===== config.mk =====
export PLATFORM = sky130hd
export DESIGN_NAME = sd_cmd_engine
export DESIGN_NICKNAME = d
export VERILOG_FILES = /design/src/rtl/sd_cmd_pkg.sv /design/src/rtl/sd_cmd_ctrl.sv /design/src/rtl/sd_cmd_dp.sv /design/src/rtl/sd_cmd_engine.sv
export SDC_FILE = /design/constraint.sdc
export NUM_CORES = 1
export LEC_CHECK = 0
export ABC_AREA = 1
export CORE_ASPECT_RATIO = 1.5
export CORE_MARGIN = 2
export CORE_UTILIZATION = 30
export CTS_CLUSTER_SIZE = 40
export DETAILED_ROUTE_END_ITERATION = 12
export GPL_TIMING_DRIVEN = 1
export PLACE_DENSITY = 0.57
export SYNTH_ARGS = -nofsm -noshare
export SYNTH_HDL_FRONTEND = slang
export SYNTH_SLANG_ARGS = --single-unit

===== constraint.sdc =====
create_clock -name clk -period 3.31 [get_ports clk]
set_input_delay 0.331 -clock clk [delete_from_list [all_inputs] [get_ports clk]]
set_output_delay 0.331 -clock clk [all_outputs]
set_load 0.05 [all_outputs]

===== src/rtl/sd_cmd_pkg.sv =====
package sd_cmd_pkg;
  localparam int FRAME_BITS = 48;
  localparam int LONG_BITS  = 136;
  localparam int IDX_W      = 6;
  localparam int ARG_W      = 32;
  localparam int CRC_W      = 7;
  localparam int HEAD_BITS  = FRAME_BITS - CRC_W - 1;
  localparam int RX_KEEP    = LONG_BITS - 9;

  typedef enum logic [1:0] {
    RSP_NONE  = 2'b00,
    RSP_LONG  = 2'b01,
    RSP_SHORT = 2'b10,
    RSP_BUSY  = 2'b11
  } rspType_e;

  typedef enum logic [2:0] {
    ST_IDLE, ST_SEND, ST_WAIT, ST_RECV, ST_BUSY
  } state_e;

  typedef struct packed {
    logic launch;
    logic txShift;
    logic rxShift;
    logic store;
  } strobe_t;

  function automatic logic [CRC_W-1:0] crc7(input logic [HEAD_BITS-1:0] d);
    logic [CRC_W-1:0] c;
    logic fb;
    c = '0;
    for (int i = HEAD_BITS - 1; i >= 0; i--) begin
      fb = d[i] ^ c[CRC_W-1];
      c  = {c[CRC_W-2:0], 1'b0};
      if (fb) c = c ^ 7'h09;
    end
    return c;
  endfunction
endpackage


===== src/rtl/sd_cmd_ctrl.sv =====
module sd_cmd_ctrl
  import sd_cmd_pkg::*;
#(
  parameter int TMO_CYCLES = 64
) (
  input  logic     clk,
  input  logic     rstN,
  input  logic     cmdWrEn,
  input  rspType_e wrRspType,
  input  logic     wrDataPres,
  input  rspType_e rspType,
  input  logic     cmdIn,
  input  logic     dat0In,
  input  logic     xferDone,
  output strobe_t  strb,
  output logic     cmdInhibit,
  output logic     datInhibit,
  output logic     cmdComplete,
  output logic     timeoutErr
);
  localparam int CNT_MAX = (LONG_BITS > TMO_CYCLES) ? LONG_BITS : TMO_CYCLES;
  localparam int CNT_W   = $clog2(CNT_MAX + 1);

  state_e state;
  logic [CNT_W-1:0] cnt;
  logic [CNT_W-1:0] rxLast;

  assign rxLast = (rspType == RSP_LONG) ? CNT_W'(LONG_BITS - 2) : CNT_W'(FRAME_BITS - 2);
  assign cmdInhibit = (state != ST_IDLE);

  always_comb begin
    strb.launch  = (state == ST_IDLE) && cmdWrEn;
    strb.txShift = (state == ST_SEND);
    strb.rxShift = (state == ST_RECV);
    strb.store   = (state == ST_RECV) && (cnt == '0);
  end

  always_ff @(posedge clk) begin
    if (!rstN) begin
      state       <= ST_IDLE;
      cnt         <= '0;
      datInhibit  <= 1'b0;
      cmdComplete <= 1'b0;
      timeoutErr  <= 1'b0;
    end else begin
      cmdComplete <= 1'b0;
      timeoutErr  <= 1'b0;
      if (xferDone && state != ST_BUSY) datInhibit <= 1'b0;
      case (state)
        ST_IDLE: if (cmdWrEn) begin
          state <= ST_SEND;
          cnt   <= CNT_W'(FRAME_BITS - 1);
          if (wrDataPres || wrRspType == RSP_BUSY) datInhibit <= 1'b1;
        end
        ST_SEND: if (cnt == '0) begin
          if (rspType == RSP_NONE) begin
            state       <= ST_IDLE;
            cmdComplete <= 1'b1;
          end else begin
            state <= ST_WAIT;
            cnt   <= '0;
          end
        end else cnt <= cnt - 1'b1;
        ST_WAIT: if (!cmdIn) begin
          state <= ST_RECV;
          cnt   <= rxLast;
        end else if (cnt == CNT_W'(TMO_CYCLES - 1)) begin
          state      <= ST_IDLE;
          timeoutErr <= 1'b1;
          if (rspType == RSP_BUSY) datInhibit <= 1'b0;
        end else cnt <= cnt + 1'b1;
        ST_RECV: if (cnt == '0) begin
          if (rspType == RSP_BUSY) state <= ST_BUSY;
          else begin
            state       <= ST_IDLE;
            cmdComplete <= 1'b1;
          end
        end else cnt <= cnt - 1'b1;
        ST_BUSY: if (dat0In) begin
          state       <= ST_IDLE;
          cmdComplete <= 1'b1;
          datInhibit  <= 1'b0;
        end
        default: state <= ST_IDLE;
      endcase
    end
  end
endmodule


===== src/rtl/sd_cmd_dp.sv =====
module sd_cmd_dp
  import sd_cmd_pkg::*;
(
  input  logic             clk,
  input  logic             rstN,
  input  logic             argWrEn,
  input  logic [ARG_W-1:0] argWrData,
  input  logic [15:0]      cmdWrData,
  input  strobe_t          strb,
  input  logic             cmdIn,
  output rspType_e         rspType,
  output logic             cmdOut,
  output logic [31:0]      rsp0,
  output logic [31:0]      rsp1,
  output logic [31:0]      rsp2,
  output logic [31:0]      rsp3,
  output logic             crcErr,
  output logic             idxErr
);
  logic [ARG_W-1:0]      argReg;
  logic [IDX_W-1:0]      idxReg;
  logic                  crcChk, idxChk;
  logic [FRAME_BITS-1:0] txShreg;
  logic [RX_KEEP-1:0]    rxShreg;
  logic [HEAD_BITS-1:0]  txHead;
  logic [FRAME_BITS-1:0] txFrame;
  logic [HEAD_BITS-1:0]  rxHead;
  logic                  unusedBits;

  assign unusedBits = ^{cmdWrData[15:14], cmdWrData[7:6], cmdWrData[2]};
  assign txHead  = {2'b01, cmdWrData[13:8], argReg};
  assign txFrame = {txHead, crc7(txHead), 1'b1};
  assign rxHead  = {1'b0, rxShreg[45:7]};
  assign cmdOut  = strb.txShift ? txShreg[FRAME_BITS-1] : 1'b1;

  always_ff @(posedge clk) begin
    if (!rstN) begin
      argReg  <= '0;
      idxReg  <= '0;
      crcChk  <= 1'b0;
      idxChk  <= 1'b0;
      rspType <= RSP_NONE;
      txShreg <= '1;
      rxShreg <= '0;
      rsp0 <= '0; rsp1 <= '0; rsp2 <= '0; rsp3 <= '0;
      crcErr <= 1'b0;
      idxErr <= 1'b0;
    end else begin
      crcErr <= 1'b0;
      idxErr <= 1'b0;
      if (argWrEn) argReg <= argWrData;
      if (strb.launch) begin
        idxReg  <= cmdWrData[13:8];
        idxChk  <= cmdWrData[4];
        crcChk  <= cmdWrData[3];
        rspType <= rspType_e'(cmdWrData[1:0]);
        txShreg <= txFrame;
      end else if (strb.txShift) begin
        txShreg <= {txShreg[FRAME_BITS-2:0], 1'b1};
      end
      if (strb.rxShift) rxShreg <= {rxShreg[RX_KEEP-2:0], cmdIn};
      if (strb.store) begin
        if (rspType == RSP_LONG) begin
          {rsp3, rsp2, rsp1, rsp0} <= {8'h00, rxShreg[126:7]};
        end else begin
          rsp0   <= rxShreg[38:7];
          crcErr <= crcChk && (crc7(rxHead) != rxShreg[6:0]);
          idxErr <= idxChk && (rxShreg[44:39] != idxReg);
        end
      end
    end
  end
endmodule


===== src/rtl/sd_cmd_engine.sv =====
module sd_cmd_engine
  import sd_cmd_pkg::*;
#(
  parameter int TMO_CYCLES = 64
) (
  input  logic        clk,
  input  logic        rstN,
  input  logic        argWrEn,
  input  logic [31:0] argWrData,
  input  logic        cmdWrEn,
  input  logic [15:0] cmdWrData,
  input  logic        xferDone,
  input  logic        cmdIn,
  input  logic        dat0In,
  output logic        cmdOut,
  output logic        cmdOe,
  output logic        cmdInhibit,
  output logic        datInhibit,
  output logic        dat0Level,
  output logic [31:0] rsp0,
  output logic [31:0] rsp1,
  output logic [31:0] rsp2,
  output logic [31:0] rsp3,
  output logic        cmdComplete,
  output logic        timeoutErr,
  output logic        crcErr,
  output logic        indexErr,
  output logic        errSummary
);
  strobe_t  strb;
  rspType_e rspType;

  sd_cmd_ctrl #(.TMO_CYCLES(TMO_CYCLES)) ctrl_i (
    .clk(clk), .rstN(rstN), .cmdWrEn(cmdWrEn),
    .wrRspType(rspType_e'(cmdWrData[1:0])), .wrDataPres(cmdWrData[5]),
    .rspType(rspType), .cmdIn(cmdIn), .dat0In(dat0In), .xferDone(xferDone),
    .strb(strb), .cmdInhibit(cmdInhibit), .datInhibit(datInhibit),
    .cmdComplete(cmdComplete), .timeoutErr(timeoutErr)
  );

  sd_cmd_dp dp_i (
    .clk(clk), .rstN(rstN), .argWrEn(argWrEn), .argWrData(argWrData),
    .cmdWrData(cmdWrData), .strb(strb), .cmdIn(cmdIn), .rspType(rspType),
    .cmdOut(cmdOut), .rsp0(rsp0), .rsp1(rsp1), .rsp2(rsp2), .rsp3(rsp3),
    .crcErr(crcErr), .idxErr(indexErr)
  );

  assign cmdOe      = strb.txShift;
  assign dat0Level  = dat0In;
  assign errSummary = timeoutErr | crcErr | indexErr;
endmodule


======== Word-level counts from Yosys, hierarchy flattened ========
Index checks and enable logic that the tools add are counted.
word-level totals
  register bits after elaboration ......... 352
  output and inout port bits .............. 138
cells by class
  eq/ne operators ......................... 19
  bitwise gates (word level) .............. 156
  mux-type cells .......................... 232
  $add $sub $neg .......................... 2
  reduce and logical (&&, ||, !) cells .... 18
operator list
  cell                                                  number
  two-way mux 7 bit                                     120
  two-way mux 4 bit                                     77
  inverter 2 bit                                        76
  two-way mux 48 bit                                    2
  bitwise XOR 1 bit                                     73
  two-way mux 8 bit                                     7
  one-hot mux 8 bit (4 select lines)                    1
  two-way mux 3 bit                                     7
  one-hot mux 3 bit (5 select lines)                    1
  two-way mux 1 bit                                     14
  AND reduction 5 bit                                   2
  inequality test 3 bit (second input constant)         3
  adder 8 x 1 -> 8 bit (second input constant)          1
  equality test 8 x 6 -> 1 bit (second input constant)  1
  zero test 8 bit                                       1
  inequality test 2 bit (second input constant)         4
  subtractor 8 x 1 -> 8 bit (second input constant)     1
  inequality test 7 bit                                 1
  equality test 3 x 2 -> 1 bit (second input constant)  2
  inequality test 6 bit                                 1
  one-hot mux 1 bit (3 select lines)                    2
  logical AND 1 bit                                     5
  equality test 2 bit (second input constant)           2
  nonzero test 4 bit                                    1
  other kinds (18)                                      22

======== Depth between registers and ports, before layout ========
Gate-level depths: netlist of the first run.
  depth after elaboration ................. 201
  gate-level depth with buffers ........... 31
  gate-level depth less buffers ........... 30

======== Cells and area by module ========
From an unflattened synthesis of the first run, not the netlist that was laid out.
second synthesis, totals
  cell total of the unflattened synthesis .. 2253
  area, all modules ....................... 15815.2 um^2
by module, submodules not included
  module         instances  seq. area each (um^2)  cells each  area each (um^2)
  sd_cmd_dp      1          6766.5                 2046        14582.7
  sd_cmd_ctrl    1          280.3                  203         1213.7
  sd_cmd_engine  1          0.0                    4           18.8

======== Least setup slack after synthesis of the first run ========
Ideal clock, no wire load.
  kind .................................... reg2out
  from .................................... register ctrl_i.state[0]
  to ...................................... output cmdOut
  buffers on the path ..................... 2
  cell stages (with the launch flop) ...... 8
  data arrival time ....................... 2151 ps
  setup slack ............................. 828 ps
  path through ............................ dfxtp_1 inv_1 nor2_1 inv_1 nor2_1 clkbuf_1 buf_1 nand2_1
on the way
  word-level cells in the longest chain between the ends .. 2
ends and longest elaborated chain
  element                       line                 source
  start: declaration            sd_cmd_ctrl.sv:24    state_e state;
  start signal: assignment      sd_cmd_ctrl.sv:40    state <= ST_IDLE;
  start signal: assignment      sd_cmd_ctrl.sv:51    state <= ST_SEND;
  start signal: assignment      sd_cmd_ctrl.sv:57    state <= ST_IDLE;
  equality test 3 x 1 -> 1 bit  sd_cmd_ctrl.sv:33    strb.txShift = (state == ST_SEND);
  via cmdOe                     sd_cmd_engine.sv:16  output logic cmdOe,
  two-way mux 1 bit             sd_cmd_dp.sv:34      assign cmdOut = strb.txShift ? txShreg[FRAME_BITS-1] : 1'b1;
  end: declaration              sd_cmd_engine.sv:15  output logic cmdOut,
The timed path passes the listed nets, and every way through them passes these cells.

======== Worst setup path after layout of the first run ========
  from .................................... register dp_i.rxShreg[44]
  to ...................................... register dp_i.crcErr
on the way
  word-level cells in the longest chain between the ends .. 150
  elaborated cells between the ends (all ways) .. 209
  classes of those cells .................. eq/ne (1); mux (152); bitwise (55); reduce/logical (1)
ends and longest elaborated chain
  element                   line              source
  start: declaration        sd_cmd_dp.sv:24   logic [RX_KEEP-1:0] rxShreg;
  start signal: assignment  sd_cmd_dp.sv:61   if (strb.rxShift) rxShreg <= {rxShreg[RX_KEEP-2:0], cmdIn};
  bitwise XOR 1 bit *       sd_cmd_pkg.sv:33  fb = d[i] ^ c[CRC_W-1];
  two-way mux 4 bit *       sd_cmd_pkg.sv:35  if (fb) c = c ^ 7'h09;
  two-way mux 7 bit *       sd_cmd_dp.sv:63   if (rspType == RSP_LONG) begin
  two-way mux 7 bit *       sd_cmd_dp.sv:62   if (strb.store) begin
  two-way mux 7 bit *       sd_cmd_dp.sv:37   if (!rstN) begin
  two-way mux 4 bit         sd_cmd_pkg.sv:35
  two-way mux 7 bit *       sd_cmd_dp.sv:63
  two-way mux 7 bit *       sd_cmd_dp.sv:62
  (+134 left out)           n/a
  two-way mux 7 bit *       sd_cmd_dp.sv:62
  two-way mux 7 bit *       sd_cmd_dp.sv:37
  two-way mux 4 bit         sd_cmd_pkg.sv:35
  two-way mux 7 bit *       sd_cmd_dp.sv:63
  two-way mux 7 bit *       sd_cmd_dp.sv:62
  two-way mux 7 bit *       sd_cmd_dp.sv:37
  inequality test 7 bit *   sd_cmd_dp.sv:67   crcErr <= crcChk && (crc7(rxHead) != rxShreg[6:0]);
  logical AND 1 bit *       sd_cmd_dp.sv:67
  end signal: assignment    sd_cmd_dp.sv:67
  end: declaration          sd_cmd_dp.sv:17   output logic crcErr,
Every way passes the cells marked *; elsewhere a longest branch is shown, timed or not. The select of a mux whose other input is x is not followed.
A chain may end at the register's enable or synchronous reset.

==> metrics.txt, run 1 <==
Layout area overhead 23.9%; DP HPWL between 30 and 40 mm; Area after DPL 17,700 µm²; top_reg_cell synth dfxtp_1; crit-path leading delay family simple AND/OR/NAND/NOR gates; Worst-Skew Late Latency between 0.5 and 0.6 ns; Hold Crit Class input port to flop; dominant cells by area after synthesis dfxtp_1 46%, nand2_1 12%, nand3_1 7.1%, a21oi_1 6.9%, o21ai_0 6.7%; routed via count around 14,000; clock buffer depth 3; Post-synth EDFFs 0; worst endpoint required time ~3.7 ns; worst r2r src dp_i.rxShreg[44]$_SDFFE_PN0P_; most frequent cells in the layout 499 x nand2_1, 343 x dfxtp_1, 216 x nand3_1; mapped cell area 15,400 µm²; fmax roughly 0.34 GHz; Hold Vio Cnt, Final 0; number of global-route vias before repair approximately 14,000; total CTS buffers 37; cell taking the most area after synthesis dfxtp_1; Clock Sinks between 300 and 400; Setup TNS 0 ns; Static Leak 7.83 nW; FF-to-FF path depth 28; Total GRT Usage 16.5%; core area between 50,000 and 60,000 µm²; final setup fails 0; Finished Cell Area between 15,000 and 20,000 µm²; pin count of the biggest net entering global routing 199; CTS Root Buffer Type clkbuf_16; Clock Skew 0.0115 ns; RSZ-0062 raised after global routing no; Worst-Margin Slew about 1.0 ns; # IOs just under 200; power density over the cells 928 nW/µm²; Final Cycle Share roughly 89%; Overall Power approximately 18 mW; Reg2Reg Capture Point dp_i.crcErr$_SDFF_PP0_; initial antenna violation count 1; crit-path max FO 9; Hold EP ctrl_i.state[2]$_SDFFE_PN0P_; Congestion Overflow GR 0; Vias/cell 4.82; Worst Setup Start Kind flop; Die ar. roughly 53,000 µm²; n_diodes 0; Pins Over Slew Limit 0; Post-Route WL 44.2 mm; Initial Utilization between 30 and 40%; worst path buffer plus inverter count 5; Crit Path Class flop to flop; Cells after Synth between 2,000 and 2,500; status completed; crit path max-delay cell type dfxtp_4; layout cells sized above 1 ~6.4%; DR iter-0 viols about 550; Max stage delay on crit path between 0.3 and 0.4 ns; min Tclk post-route 2.94 ns; count of cell types in the netlist 36; yosys warns 0; Antenna Nets Post-Route 0; clk slew on worst S/H paths approximately 0.070 ns; number of H-tree levels 2; wire per inst ~15 µm; Port Buffers approximately 180; die height approximately 280 µm; asr flop ratio synth 0%; cell mode on critical path nand2_1; CTS tree done; sequential-to-total area share from yosys stat 45.9%; slack of the worst reg-to-reg path between 0.3 and 0.4 ns; # Max-Cap Violations 0; Mapped Avg Cell Area slightly above 7 µm²; worst vdd ir around 0.55 mV; # DRC 0; min-delay src rstN; worst path arrival time roughly 3.4 ns; # rows roughly 100; Worst Setup End Kind flop; GP Congestion 0.830; commonest non-fill, non-tap cell in the layout nand2_1; hold depth 3; synthesized flop and latch total 352; max_slew headroom roughly a third; global-route wire length before repair 71.8 mm; post-layout utilization of the core 37.6%; Pre-antenna DRT Iters 5; share of the synthesized area in the top cell type approximately 46%; Layout Nets between 2,000 and 2,500; Die W 189 µm
worst reg2reg max path: cells and delay by family, from the launching register on:
family / cells / cell delay, ns
buffers and inverters: 5 / 0.33
flip-flops: 1 / 0.38
AND/OR/NAND/NOR: 23 / 2.13
final cells by class:
cell class / instances / area, µm²
clock buffer: 54 / 1130
tap: 669 / 837
clock inverter: 12 / 143
timing repair buffer: 203 / 1990
multi-input combinational: 1508 / 7270
inverter: 159 / 601
sequential: 352 / 7070
fill: 5269 / 31600
per-stage QoR:
step	cells	setup WS, ns	hold slack (ns)
after detailed placement	2891	0.107	0.448
after global placement	2891	0.133	0.442
after global routing	2957	0.00450	0.390
after floorplan	2151	0.828	0.425
final	2957	0.366	0.372
after CTS	2957	0.150	0.348
registers in the layout, summed over array words and instances, names as in the netlist, 2 cells and up:
| register | flops |
|---|---|
| ctrl_i.cnt | 8 |
| ctrl_i.state | 3 |
| dp_i.argReg | 32 |
| dp_i.idxReg | 6 |
| dp_i.rsp0 | 32 |
| dp_i.rsp1 | 32 |
| dp_i.rsp2 | 32 |
| dp_i.rsp3 | 24 |
| dp_i.rspType | 2 |
| dp_i.rxShreg | 127 |
| dp_i.txShreg | 47 |
synth_stat cells (2+ instances only):
cell / count
nand2_1: 504
dfxtp_1: 352
nand3_1: 217
nor2_1: 216
a21oi_1: 213
o21ai_0: 205
inv_1: 148
clkbuf_1: 116
xor2_1: 30
o211ai_1: 26
a221oi_1: 11
o22ai_1: 11
buf_4: 10
xnor2_1: 10
inv_2: 9
nor3_1: 9
xnor2_2: 6
xor2_2: 6
a31oi_1: 5
nand2_2: 5
a211oi_1: 4
nand4_1: 4
xor2_4: 4
buf_1: 3
buf_2: 3
ha_1: 3
nand2_4: 3
clkinv_1: 2
o21ai_1: 2
how the worst max path moves through the flow:
stage / start / end / slack [ns] / cells past startpoint
3_5_place_dp: cmdWrData[13] / dp_i.txShreg[6]$_SDFFE_PN1P_ / 0.11 / 20
5_1_grt: dp_i.rxShreg[45]$_SDFFE_PN0P_ / dp_i.crcErr$_SDFF_PP0_ / 0.005 / 29
4_1_cts: dp_i.rxShreg[39]$_SDFFE_PN0P_ / dp_i.crcErr$_SDFF_PP0_ / 0.15 / 25
2_1_floorplan: ctrl_i.state[0]$_SDFFE_PN0P_ / cmdOut / 0.83 / 7
6_report: dp_i.rxShreg[44]$_SDFFE_PN0P_ / dp_i.crcErr$_SDFF_PP0_ / 0.37 / 28
3_3_place_gp: cmdWrData[12] / dp_i.txShreg[6]$_SDFFE_PN1P_ / 0.13 / 20
power by group:
group | switching [mW] | total, mW | internal, mW
clock | 1.74 | 4.35 | 2.61
combinational | 5.45 | 8.10 | 2.66
sequential | 0.399 | 5.22 | 4.82
total | 7.59 | 17.7 | 10.1
repair_timing:
action                     in CTS  in global routing
setup buffers                   0                  0
resized for setup               0                 25
hold buffers                    0                  0
setup endpoints to repair       0                  1
per-layer routing:
layer / global-route usage [%] / share of wire, % / up-vias
li1: - / - / 7229
met1: 18.2 / 41 / 6691
met2: 31.1 / 51 / 255
met3: 3.73 / 5.0 / 64
met5: 0 / 0.029 / -
met4: 5.29 / 2.4 / 2
logic make-up after synthesis:
kind of cell / count (synthesis) / share of synthesized area [%]
AND/OR/NAND/NOR: 961 / 25.7
AO/OA/AOI/OAI: 480 / 16.6
flip-flops: 352 / 45.9
buffers and inverters: 291 / 7.38
XOR/XNOR: 56 / 4.27
adder cells (fa/ha/maj): 3 / 0.244
other: 1 / 0.0244
Note: power is estimated with default switching activity, not from simulation.
==> run 2: changes to the inputs <==
Settings changed: CTS_BUF_LIST set to sky130_fd_sc_hd__clkbuf_4 sky130_fd_sc_hd__clkbuf_8.
==> metrics.txt, run 2 (synthesis gave the netlist of run 1 again) <==
clk slew on worst S/H paths 0.06 ns (about the same); total CTS buffers 56 (+51%); core area 50,700 µm² (unchanged); slack of the worst reg-to-reg path 0.33 ns (-0.03 ns); CTS Hold Buffers Added 0 (unchanged); internal power 9.74 mW (-3.5%); clock buffer depth 3 (unchanged); GP Congestion 0.830 (unchanged); worst path arrival time 3.50 ns (+0.13 ns); final setup fails 0 (unchanged); RSZ-0062 raised after global routing no; worst vdd ir 0.551 mV (about the same); commonest non-fill, non-tap cell in the layout nand2_1; hold depth 3 (unchanged); Static Leak 7.85 nW (+0.24%); Crit Path Class flop to flop; Worst Setup Start Kind flop; Setup TNS 0 ns (unchanged); worst endpoint required time 3.83 ns (+0.09 ns); min Tclk post-route 2.98 ns (+0.0343 ns); number of global-route vias before repair 14,192 (+1.5%); cell mode on critical path nand2_1; # IOs 193 (unchanged); status completed; initial antenna violation count 2 (+1); # Max-Cap Violations 0 (unchanged); Die W 189 µm (unchanged); max_slew headroom 34.5% (+1.5 points); Layout Nets 2,338 (+0.82%); Clock Sinks 352 (unchanged); fmax 0.336 GHz (-1.2%); CTS tree done; number of H-tree levels 2 (unchanged); Die ar. 53,100 µm² (unchanged); min-delay src rstN; crit-path max FO 5 (-4); Initial Utilization 30.3% (unchanged); routed via count 14,369 (+0.90%); Worst Setup End Kind flop; Hold Vio Cnt, Final 0 (unchanged); layout cells sized above 1 7.92% (+1.5 points); Antenna Nets Post-Route 0 (unchanged); Pre-antenna DRT Iters 5 (unchanged); Total GRT Usage 16.6% (+0.094 points); Vias/cell 4.80 (-0.35%); Hold EP ctrl_i.state[2]$_SDFFE_PN0P_; combinational power share 46.6% (+0.8 points); global-route wire length before repair 72.2 mm (+0.57%); Layout area overhead 23.5%; Sw Share 43.9% (+0.97 points); Final Cycle Share 90.0% (+1.0 points); # Post-CTS Setup Buffers 0 (unchanged); Clock Skew 0.0221 ns (+0.0106 ns); Port Buffers 179 (unchanged); power density over the cells 914 nW/µm² (-1.5%); max reg flops 127 (unchanged); Pins Over Slew Limit 0 (unchanged); # rows 101 (unchanged); Max stage delay on crit path 0.38 ns (about the same); crit path max-delay cell type dfxtp_4; Flop pwr share 30.1% (+0.6 points); wire per inst 14.9 µm (-0.47%); Hold Crit Class input port to flop; Post-Route WL 44.6 mm (+0.78%); worst slack at placement 0.107 ns (unchanged); die height 281 µm (unchanged); DR iter-0 viols 537 (-2.7%); Psw 7.62 mW (+0.41%); clock network power share 23.3% (-1.3 points); Worst-Margin Slew 0.981 ns (-0.0227 ns); Reg2Reg Capture Point dp_i.crcErr$_SDFF_PP0_; Top Registers dp_i.rxShreg x127, dp_i.txShreg x47; DP HPWL 30.2 mm (unchanged); Worst-Skew Late Latency 0.62 ns (+0.09 ns); post-CTS sizing 0 (unchanged); CTS Root Buffer Type clkbuf_8; # DRC 0 (unchanged); pin count of the biggest net entering global routing 199 (unchanged); FF-to-FF path depth 28 (unchanged); worst r2r src dp_i.rxShreg[43]$_SDFFE_PN0P_; most frequent cells in the layout 501 x nand2_1, 345 x dfxtp_1, 216 x nand3_1; Congestion Overflow GR 0 (unchanged); Biggest register dp_i.rxShreg; final worst slack 0.331 ns (-0.0343 ns); fillers 5,269 (unchanged); Hold Slack 0.285 ns (-0.0862 ns)
-- run 2: worst max path at each step --
stage | startpoint | endpoint | slack [ns] | cells after the start
floorplan | ctrl_i.state[0]$_SDFFE_PN0P_ | cmdOut | 0.83 | 7
global placement | cmdWrData[12] | dp_i.txShreg[6]$_SDFFE_PN1P_ | 0.13 | 20
detailed placement | cmdWrData[13] | dp_i.txShreg[6]$_SDFFE_PN1P_ | 0.11 | 20
CTS | dp_i.rxShreg[39]$_SDFFE_PN0P_ | dp_i.crcErr$_SDFF_PP0_ | 0.17 | 25
global route | dp_i.rxShreg[43]$_SDFFE_PN0P_ | dp_i.crcErr$_SDFF_PP0_ | 0.004 | 28
finish | dp_i.rxShreg[43]$_SDFFE_PN0P_ | dp_i.crcErr$_SDFF_PP0_ | 0.33 | 28
-- run 2: worst max-delay path, delay by kind of cell (launching register included) --
kind,cells,cell delay (ns)
and+or+nand+nor,23,2.13
DFF,1,0.38
buffers and inverters,5,0.37
-- run 2: final cells by class --
type	count	area (µm²)	share of cell area, %
repair buffers	203	1990	10.5
clock inverters	14	126	0.666
clock buffers	88	1100	5.79
diodes	1	2.50	0.0132
well taps	669	837	4.41
multi-input cells	1508	7260	38.3
inverters	159	601	3.16
flip-flops and latches	352	7060	37.2
-- run 2: metrics by stage --
| stage | cells | utilization (%) | cell area, µm² | total power [mW] |
|---|---|---|---|---|
| after global routing | 2994 | 37.5 | 19000 | 19.0 |
| after detailed placement | 2891 | 35.0 | 17700 | 13.4 |
| after global placement | 2891 | 35.0 | 17700 | 13.2 |
| after floorplan | 2151 | - | 15400 | 11.6 |
| final | 2994 | 37.5 | 19000 | 17.4 |
| after CTS | 2993 | 37.4 | 19000 | 17.5 |
-- run 2: routing by layer --
layer | vias up | GRT usage [%] | wire (µm)
met2 | 295 | 30.9 | 22700
met1 | 6705 | 18.1 | 18100
met4 | 2 | 6.41 | 1450
met3 | 85 | 3.86 | 2280
met5 | - | 0 | 13
li1 | 7282 | - | -
-- run 2: power by group through the flow --
stage | clock network (mW) | logic [mW] | registers (mW)
6_report | 4.05 | 8.09 | 5.22
5_1_grt | 4.36 | 9.37 | 5.29
4_1_cts | 4.19 | 8.13 | 5.21
3_5_place_dp | 0 | 8.09 | 5.30
3_3_place_gp | 0 | 7.88 | 5.28
2_1_floorplan | 0 | 6.37 | 5.20
==> run 3: changes to the inputs <==
Settings changed: CORE_UTILIZATION 30 to 35, PLACE_DENSITY 0.57 to 0.64, SKIP_CTS_REPAIR_TIMING set to 1.
==> metrics.txt, run 3 (synthesis gave the netlist of run 1 again) <==
status completed; total CTS buffers 54 (-3.6%); Cell Count, Final, Fillers Out 2,897 (-3.2%); number of global-route vias before repair 13,864 (-2.3%); internal power 9.62 mW (-1.2%); cell mode on critical path nand2_1; Congestion Overflow GR 0 (unchanged); final setup fails 0 (unchanged); Worst-Margin Slew 0.952 ns (-0.0290 ns); pin count of the biggest net entering global routing 199 (unchanged); Layout Nets 2,334 (-0.17%); worst slack at placement 0.0680 ns (-0.0386 ns); max_slew headroom 36.5% (+2.0 points); CTS Root Buffer Type clkbuf_8; Port Buffers 179 (unchanged); dpl cells 2,796 (-3.3%); layout cells sized above 1 7.59% (-0.33 points); worst path buffer plus inverter count 3 (-2); Worst-Skew Late Latency 0.62 ns (about the same); Top Registers dp_i.rxShreg x127, dp_i.txShreg x47; Psw 7.61 mW (-0.11%); fmax 0.334 GHz (-0.37%); CTS tree done; FF-to-FF path depth 26 (-7.1%); Clock Sinks 352 (unchanged); hold depth 3 (unchanged); Worst Setup Start Kind flop; Biggest register dp_i.rxShreg; Overall Power 17.2 mW (-0.72%); commonest non-fill, non-tap cell in the layout nand2_1; final worst slack 0.320 ns (-0.0112 ns); initial antenna violation count 1 (-1); Sw Share 44.2% (+0.27 points); slack of the worst reg-to-reg path 0.32 ns (about the same); core area 43,600 µm² (-14%); DP HPWL 28.8 mm (-4.9%); # Max-Cap Violations 0 (unchanged); Max stage delay on crit path 0.38 ns (about the same); Die W 175 µm (-7.3%); Flop pwr share 30.3% (+0.2 points); wire per inst 14.9 µm (about the same); fillers 4,385 (-17%); worst path arrival time 3.50 ns (about the same); CP Capture Point dp_i.crcErr$_SDFF_PP0_; clock network power share 22.6% (-0.7 points); post-layout utilization of the core 43.1% (+5.7 points); min-delay src argWrData[1]; Vias/cell 4.95 (+3.0%); most frequent cells in the layout 502 x nand2_1, 345 x dfxtp_1, 217 x nand3_1; Clock Skew 0.0162 ns (-0.00598 ns); crit-path leading delay family simple AND/OR/NAND/NOR gates; # IOs 193 (unchanged); number of H-tree levels 2 (unchanged); Hold Vio Cnt, Final 0 (unchanged); power density over the cells 916 nW/µm² (+0.18%); Hold Crit Class input port to flop; Crit Path Class flop to flop; CP Launch Point dp_i.rxShreg[44]$_SDFFE_PN0P_; worst endpoint required time 3.82 ns (about the same); Pre-antenna DRT Iters 4 (-1); die height 261 µm (-7.3%); combinational power share 47.1% (+0.5 points); worst vdd ir 0.531 mV (-3.6%); clk slew on worst S/H paths 0.07 ns (about the same); Die ar. 45,600 µm² (-14%); Final Cycle Share 90.3% (+0.34 points); Area after DPL 17,600 µm² (-0.67%); # rows 94 (-6.9%); Total GRT Usage 18.6% (+2.0 points); global-route wire length before repair 70.0 mm (-3.0%); max reg flops 127 (unchanged); Worst Setup End Kind flop; crit-path max FO 9 (+4); Initial Utilization 35.2% (+4.9 points); Setup TNS 0 ns (unchanged); RSZ-0062 raised after global routing no; min Tclk post-route 2.99 ns (+0.0112 ns); Hold Slack 0.311 ns (+0.0252 ns); Antenna Nets Post-Route 0 (unchanged); crit path max-delay cell type dfxtp_4; GP Congestion 0.863 (+3.9%); critical path depth 26 (-7.1%); clock buffer depth 3 (unchanged); Finished Cell Area 18,800 µm² (-0.90%); # DRC 0 (unchanged); Post-Route WL 43.2 mm (-3.2%); DR iter-0 viols 774 (+44%); routed via count 14,327 (-0.29%); Pins Over Slew Limit 0 (unchanged); worst r2r src dp_i.rxShreg[44]$_SDFFE_PN0P_; Static Leak 7.82 nW (-0.40%); Reg2Reg Capture Point dp_i.crcErr$_SDFF_PP0_; Layout area overhead 22.4%
run 3: cell types whose count changed in the layout (fill, tap and decap cells not counted), sizes merged:
| cell | delta |
|---|---|
| bufinv | -1 |
| buf | -2 |
| clkinvlp | +1 |
| clkbuf | -3 |
| clkinv | +1 |
run 3: power by group through the flow:
stage | registers, mW | logic (mW) | clock network (mW)
2_1_floorplan | 5.20 | 6.37 | 0
3_3_place_gp | 5.27 | 7.85 | 0
3_5_place_dp | 5.29 | 8.05 | 0
4_1_cts | 5.20 | 8.08 | 4.06
5_1_grt | 5.28 | 9.39 | 4.21
6_report | 5.21 | 8.11 | 3.90
run 3: layout make-up:
cell class                      count  area (µm²)  share of cell area (%)
Timing Repair Buffer              201        1990                    10.6
Sequential cell                   352        7060                    37.5
Antenna cell                        1        2.50                  0.0133
Clock buffer                       85        1070                    5.69
Inverter                          159         601                    3.19
Tap cell                          576         721                    3.83
Clock inverter                     15         115                   0.612
Multi-Input combinational cell   1508        7260                    38.6
run 3: worst min-delay path, stage by stage:
cell and delay, ns:
clkdlybuf4s50_1 0.40, nor2_1 0.10, nor2_1 0.05
run 3: layer usage:
| layer | track usage [%] | up-vias | share of wire (%) |
|---|---|---|---|
| met2 | 34.0 | 337 | 51 |
| met3 | 4.36 | 106 | 5.8 |
| met1 | 20.5 | 6617 | 40 |
| met4 | 8.03 | 0 | 3.7 |
| met5 | 0 | - | 0 |
| li1 | - | 7267 | - |
run 3: worst min path at each step:
stage,endpoint,slack [ns]
after floorplan,dp_i.idxErr$_SDFF_PP0_,0.42
after global placement,dp_i.txShreg[40]$_SDFFE_PN1P_,0.44
after detailed placement,dp_i.txShreg[38]$_SDFFE_PN1P_,0.45
after CTS,dp_i.argReg[1]$_SDFFE_PN0P_,0.26
after global routing,dp_i.argReg[28]$_SDFFE_PN0P_,0.30
final,dp_i.argReg[1]$_SDFFE_PN0P_,0.31
